--- src/rtl/fmul_sr_pkg.sv ---
package fmul_sr_pkg;
  typedef struct packed {
    logic nan;
    logic snan;
    logic inf;
    logic zero;
  } fsr_class_t;
endpackage

--- src/rtl/fmul_sr_classify.sv ---
module fmul_sr_classify
  import fmul_sr_pkg::*;
#(
  parameter int unsigned EXP_W  = 11,
  parameter int unsigned FRAC_W = 52,
  localparam int unsigned W     = 1 + EXP_W + FRAC_W
) (
  input  logic [W-1:0] op_i,
  output fsr_class_t   cls_o,
  output logic [W-1:0] quiet_o
);
  logic exp_max, exp_min, frac_nz;

  assign exp_max = &op_i[W-2:FRAC_W];
  assign exp_min = ~|op_i[W-2:FRAC_W];
  assign frac_nz = |op_i[FRAC_W-1:0];

  always_comb begin
    cls_o.nan  = exp_max & frac_nz;
    cls_o.snan = exp_max & op_i[FRAC_W-1];
    cls_o.inf  = exp_max & ~frac_nz;
    cls_o.zero = exp_min & ~frac_nz;
  end

  // clear the signaling bit; keep a nonzero payload
  always_comb begin
    quiet_o = op_i;
    quiet_o[FRAC_W-1] = 1'b0;
    if (~|op_i[FRAC_W-2:0]) quiet_o[0] = 1'b1;
  end
endmodule

--- src/rtl/fmul_sr_nan_pick.sv ---
module fmul_sr_nan_pick
  import fmul_sr_pkg::*;
#(
  parameter int unsigned EXP_W  = 11,
  parameter int unsigned FRAC_W = 52,
  localparam int unsigned W     = 1 + EXP_W + FRAC_W
) (
  input  fsr_class_t   cls_a_i,
  input  fsr_class_t   cls_b_i,
  input  logic [W-1:0] quiet_a_i,
  input  logic [W-1:0] quiet_b_i,
  output logic         hit_o,
  output logic         sig_o,
  output logic [W-1:0] res_o
);
  logic take_b;

  // operand 1 wins unless it is not a NaN or only operand 2 signals
  assign take_b = ~cls_a_i.nan | (~cls_a_i.snan & cls_b_i.snan);
  assign hit_o  = cls_a_i.nan | cls_b_i.nan;
  assign sig_o  = take_b ? cls_b_i.snan : cls_a_i.snan;
  assign res_o  = take_b ? quiet_b_i : quiet_a_i;
endmodule

--- src/rtl/fmul_special_resolve.sv ---
module fmul_special_resolve
  import fmul_sr_pkg::*;
#(
  parameter int unsigned EXP_W  = 11,
  parameter int unsigned FRAC_W = 52,
  localparam int unsigned W     = 1 + EXP_W + FRAC_W
) (
  input  logic [W-1:0] op_a_i,
  input  logic [W-1:0] op_b_i,
  input  logic         trap_en_i,
  output logic         bypass_valid_o,
  output logic [W-1:0] bypass_result_o,
  output logic         invalid_o,
  output logic         trap_o,
  output logic         proceed_o
);
  localparam logic [W-1:0] DFLT_QNAN =
    {1'b0, {EXP_W{1'b1}}, 2'b01, {(FRAC_W-2){1'b0}}};

  logic [W-1:0] ops   [2];
  logic [W-1:0] quiet [2];
  fsr_class_t   cls   [2];

  assign ops[0] = op_a_i;
  assign ops[1] = op_b_i;

  for (genvar g = 0; g < 2; g++) begin : g_cls
    fmul_sr_classify #(.EXP_W(EXP_W), .FRAC_W(FRAC_W)) i_cls (
      .op_i   (ops[g]),
      .cls_o  (cls[g]),
      .quiet_o(quiet[g])
    );
  end

  logic         nan_hit, nan_sig;
  logic [W-1:0] nan_res;

  fmul_sr_nan_pick #(.EXP_W(EXP_W), .FRAC_W(FRAC_W)) i_pick (
    .cls_a_i  (cls[0]),
    .cls_b_i  (cls[1]),
    .quiet_a_i(quiet[0]),
    .quiet_b_i(quiet[1]),
    .hit_o    (nan_hit),
    .sig_o    (nan_sig),
    .res_o    (nan_res)
  );

  logic sign_x, inf_zero, any_inf, any_zero, special, raise;

  assign sign_x   = op_a_i[W-1] ^ op_b_i[W-1];
  assign inf_zero = (cls[0].inf & cls[1].zero) | (cls[0].zero & cls[1].inf);
  assign any_inf  = cls[0].inf | cls[1].inf;
  assign any_zero = cls[0].zero | cls[1].zero;
  assign special  = nan_hit | any_inf | any_zero;
  assign raise    = nan_hit ? nan_sig : inf_zero;

  assign trap_o         = raise & trap_en_i;
  assign invalid_o      = raise & ~trap_en_i;
  assign proceed_o      = ~special;
  assign bypass_valid_o = special & ~trap_o;

  always_comb begin
    bypass_result_o = '0;
    if (bypass_valid_o) begin
      if (nan_hit)       bypass_result_o = nan_res;
      else if (inf_zero) bypass_result_o = DFLT_QNAN;
      else if (any_inf)  bypass_result_o = {sign_x, {EXP_W{1'b1}}, {FRAC_W{1'b0}}};
      else               bypass_result_o = {sign_x, {(W-1){1'b0}}};
    end
  end
endmodule

--- config.mk ---
export PLATFORM = sky130hd
export DESIGN_NAME = fmul_special_resolve
export DESIGN_NICKNAME = d
export VERILOG_FILES = /design/src/rtl/fmul_sr_pkg.sv /design/src/rtl/fmul_sr_classify.sv /design/src/rtl/fmul_sr_nan_pick.sv /design/src/rtl/fmul_special_resolve.sv
export SDC_FILE = /design/constraint.sdc
export NUM_CORES = 1
export LEC_CHECK = 0
export BUFFER_PORTS_ARGS = -buffer_cell sky130_fd_sc_hd__clkbuf_2
export CAP_MARGIN = 0
export CORE_MARGIN = 10
export CORE_UTILIZATION = 36
export DETAILED_ROUTE_END_ITERATION = 12
export PLACE_DENSITY = 0.85
export SYNTH_ARGS = -nofsm -noshare
export SYNTH_HDL_FRONTEND = slang
export SYNTH_SLANG_ARGS = --single-unit
--- constraint.sdc ---
create_clock -name vclk -period 3.17
set_clock_uncertainty 0.2 [all_clocks]
set_input_delay 0.1585 -clock vclk [all_inputs]
set_output_delay 0.1585 -clock vclk [all_outputs]
set_load 0.01 [all_outputs]
**After elaboration in Yosys (flattened, before gate mapping)**

Index checks and enable logic that the tools add are counted.

- Bits of input ports: 129
- Register bits after elaboration: 0
- Logic and storage cells: 48
- Output and inout port bits: 68

- Bitwise operators: 29
- Mux-type cells: 9
- Reductions and logical operators: 10

Operator list:

| kind | number |
|---|---|
| two-way mux 64 bit | 4 |
| OR reduction 52 bit | 2 |
| OR reduction 51 bit | 2 |
| two-way mux 63 bit | 1 |
| AND reduction 11 bit | 2 |
| OR reduction 11 bit | 2 |
| AND 1 bit | 14 |
| NOT 1 bit | 7 |
| OR 1 bit | 7 |
| two-way mux 1 bit | 4 |
| logical NOT 1 bit | 2 |
| XOR 1 bit | 1 |

**Longest topological paths before layout**

- Word-level depth: 11
- Gate-level depth with buffers: 9
- Gate-level depth less buffers: 6

**By module**

A second synthesis with hierarchy kept.

- Cell total of the unflattened synthesis: 366
- Area total of the unflattened synthesis: 2895.3 um^2

Modules (own cells, without submodules):

| module | seq. area each (um^2) | area an instance (um^2) | cells an instance | times used |
|---|---|---|---|---|
| fmul_sr_classify | 0.0 | 705.7 | 96 | 2 |
| fmul_sr_nan_pick | 0.0 | 814.5 | 75 | 1 |
| fmul_special_resolve | 0.0 | 669.4 | 99 | 1 |

**Worst setup path before layout**

OpenSTA, ideal clock, no wires.

- Path type: input port to output port
- Start point: input op_a_i[34]
- End point: output bypass_result_o[63]
- Data required time: 2.812 ns
- Stages on the path: 8
- Path buffers: 2
- Slack: 0.690 ns
- Data arrival time: 2.121 ns
- Cells stage by stage: nor4_1 > nand4_1 > nor4_4 > or3_1 > buf_2 > clkbuf_1 > nand3_1 > a311oi_1

- Cells in the longest elaborated chain, start to end: 10
- Elaborated cells between the ends (all ways): 24
- Classes of those cells: 6 x mux; 17 x bitwise; 1 x reduce/logical

Ends and longest elaborated chain:

| element | RTL line | source |
|---|---|---|
| start, declared | fmul_special_resolve.sv:8 | `input logic [W-1:0] op_a_i,` |
| OR reduction 52 bit * | fmul_sr_classify.sv:16 | `assign frac_nz = \|op_i[FRAC_W-1:0];` |
| NOT 1 bit or AND 1 bit (tied branches) | fmul_sr_classify.sv:21, fmul_sr_classify.sv:22, fmul_sr_classify.sv:19 |  |
| AND 1 bit (tied with other cells) | fmul_sr_classify.sv:21 | `cls_o.inf = exp_max & ~frac_nz;` |
| AND 1 bit or OR 1 bit (tied branches) | fmul_special_resolve.sv:51, fmul_sr_nan_pick.sv:19 |  |
| OR 1 bit or two-way mux 1 bit (tied branches) | fmul_special_resolve.sv:51, fmul_sr_nan_pick.sv:21 |  |
| two-way mux 1 bit | fmul_special_resolve.sv:55 | `assign raise = nan_hit ? nan_sig : inf_zero;` |
| AND 1 bit | fmul_special_resolve.sv:57 | `assign trap_o = raise & trap_en_i;` |
| NOT 1 bit | fmul_special_resolve.sv:60 | `assign bypass_valid_o = special & ~trap_o;` |
| AND 1 bit | fmul_special_resolve.sv:60 |  |
| two-way mux 64 bit * | fmul_special_resolve.sv:64 | `if (bypass_valid_o) begin` |
| end, declared | fmul_special_resolve.sv:12 | `output logic [W-1:0] bypass_result_o,` |

Every way passes the cells marked *; elsewhere a longest branch is shown, timed or not.

**Final worst setup path**

- Start point: input op_b_i[15]
- End point: output bypass_result_o[29]

- Cells in the longest elaborated chain, start to end: 10
- Elaborated cells between the ends (all ways): 20
- Classes of those cells: 4 x mux; 15 x bitwise; 1 x reduce/logical

Ends and longest elaborated chain:

| element | RTL line | source |
|---|---|---|
| start, declared | fmul_special_resolve.sv:9 | `input logic [W-1:0] op_b_i,` |
| OR reduction 52 bit * | fmul_sr_classify.sv:16 |  |
| NOT 1 bit | fmul_sr_classify.sv:21, fmul_sr_classify.sv:22 |  |
| AND 1 bit, on equally long branches | fmul_sr_classify.sv:22, fmul_sr_classify.sv:21 |  |
| AND 1 bit | fmul_special_resolve.sv:51 | `assign inf_zero = (cls[0].inf & cls[1].zero) \| (cls[0].zero & cls[1].inf);` |
| OR 1 bit | fmul_special_resolve.sv:51 |  |
| two-way mux 1 bit | fmul_special_resolve.sv:55 |  |
| AND 1 bit | fmul_special_resolve.sv:57 |  |
| NOT 1 bit | fmul_special_resolve.sv:60 |  |
| AND 1 bit | fmul_special_resolve.sv:60 |  |
| two-way mux 64 bit * | fmul_special_resolve.sv:64 |  |

Marks and branches as above.

==> impl_metrics.json <==
{
  "n_antenna_cell": 0,
  "slew_viol_final": 0,
  "placementRows": 25,
  "synthesis.area_um2": 1760,
  "status": "completed",
  "nNetsFinal": 593,
  "dp_hpwl_um": 8220,
  "fillers": 460,
  "yosysMostFrequentCell": "nand3_1",
  "max_freq_mhz": 333,
  "setup_tns_ps": 0,
  "synth.avg_cell_area_um2": 6.24,
  "drc": 0,
  "synth_warnings": 0,
  "design.seq.count": 0,
  "min_path_type": "primary input to output port",
  "grt_pass1_wl_um": 15200,
  "ys_seq_area_frac": 0,
  "core_area_um2": 4720,
  "finalCritPeriodShare": 0.948,
  "holdBufCountCts": 0,
  "drive_gt1_frac": 0.556,
  "vias": 3077,
  "port_buffers": 196,
  "grt_max_degree": 51,
  "cp.buffers_inverters": 4,
  "min_period_ps": 3000,
  "worst_path_max_delay_cell": "a2111oi_4",
  "vias_per_cell": 5.82,
  "hold_viol_final": 0,
  "ir_worst_vdd_mv": 0.0348,
  "wire_per_inst_um": 19.0,
  "syn_nets": 411,
  "crit_family": "simple AND/OR/NAND/NOR gates",
  "io_pins": 197,
  "power_density_nw_per_um2": 43.1,
  "crit_chain": "clkbuf_2 > nor4_1 > nand4_1 > nor4_4 > a2bb2oi_2 > a2111oi_4 > buf_4 > buf_4 > a211oi_2 > clkbuf_2",
  "leakage_nw": 1.16,
  "setup_viol": 0,
  "critPathMaxFanout": 10,
  "initial_utilization": 0.373,
  "endpoint_kind": "output port",
  "synth_area_leaders": "a211oi_2 (21%), nand3_1 (16%), nand2_1 (11%), nor4_1 (11%), a211oi_1 (8.1%)",
  "crit_arrival_ps": 2650,
  "regArea_um2": 0,
  "finalWeightedCongestion": 0.860,
  "tightestPinTransition_ps": 800,
  "antenna_found_initial": 0,
  "die-height_um": 89.9,
  "synth_top_area_frac": 0.213,
  "path_class": "primary input to output port",
  "die-area_um2": 8090,
  "die_w_um": 89.9,
  "ys_top_cells_by_count": "nand3_1 (56), nand2_1 (52), nor4_1 (31)",
  "synth_top_area_cell": "a211oi_2",
  "wl_um": 10100,
  "nClkBuffers": 0,
  "start_kind": "primary input",
  "grt_util_all_layers": 0.214,
  "first_iter_violations": 150,
  "grt_pass1_vias": 3051,
  "p_total_mw": 0.126,
  "crit_required_ps": 2810,
  "relSlewSlack": 0.466,
  "maxCapViolCount": 0,
  "syn_inst": 282,
  "area_delta_synth_final_pct": 66.4,
  "cpPeakStageDelay_ps": 480,
  "ant_nets": 0,
  "grt_overflow_total": 0,
  "synth_cell_types": 35,
  "drtPass1Iterations": 4
}
through the flow:
step	worst slack, ps	instance area, µm²	hold slack (ps)	utilization	cells
finish	165	2930	410	0.620	529
floorplan	690	1760	171	-	282
global route	-67.7	2930	434	0.620	529
CTS	14.0	2860	418	0.605	526
global placement	-8.64	2850	420	0.604	526
detailed placement	-9.30	2850	417	0.604	526
worst min-delay path, stage by stage:
cell and delay [ps]:
clkbuf_2 100, nor4_1 60, clkbuf_2 140
path summary, 6_finish.rpt:
check	depth (start not counted)	to	start	slack, ps
worst min-delay path	3	invalid_o	trap_en_i	410
worst max-delay path	10	bypass_result_o[29]	op_b_i[15]	170
routing by layer:
| metal | track usage | share of wire | vias up | routed length [µm] |
|---|---|---|---|---|
| met1 | 0.242 | 0.40 | 1420 | 4020 |
| met3 | 0.0665 | 0.10 | 8 | 1010 |
| met2 | 0.396 | 0.49 | 167 | 4960 |
| met5 | 0 | 0 | - | 0 |
| met4 | 0.0119 | 0.0081 | 0 | 82 |
| li1 | - | - | 1482 | - |
power by group:
group          internal [mW]  switching, mW  total [mW]
Clock                      0              0           0
Combinational         0.0671         0.0592       0.126
Sequential                 0              0           0
layout make-up:
class	instances	area (µm²)	share of cell area
multi-input cells	248	1680	0.575
repair buffers	213	1160	0.396
well taps	67	83.8	0.0286
inverters	1	3.75	0.00128
repair_timing:
action | CTS | global route
pin swaps | 0 | 5
cloned | 0 | 1
hold endpoints to repair | 0 | 0
buffers inserted | 0 | 2
resized for setup | 1 | 7
setup endpoints to repair | 5 | 31
cell usage in the layout, fill, tap and decap left out, types with 3 or more instances in the layout:
cell / count
clkbuf_2: 196
nor2_1: 3
a21oi_1: 11
buf_4: 13
nand2_1: 52
a211oi_1: 19
nor3_1: 5
nor4_4: 3
nand3_1: 56
buf_12: 4
nand4_1: 10
a211oi_2: 30
nor4_1: 28
or3_1: 4
kinds of logic after synthesis:
| family | count (synthesis) | share of synthesized area |
|---|---|---|
| other | 1 | 0.00213 |
| muxes | 1 | 0.00569 |
| AOI/OAI and AO/OA | 70 | 0.375 |
| buffers and inverters | 35 | 0.0988 |
| and+or+nand+nor | 175 | 0.519 |
Power figures use the tool's default switching activity.
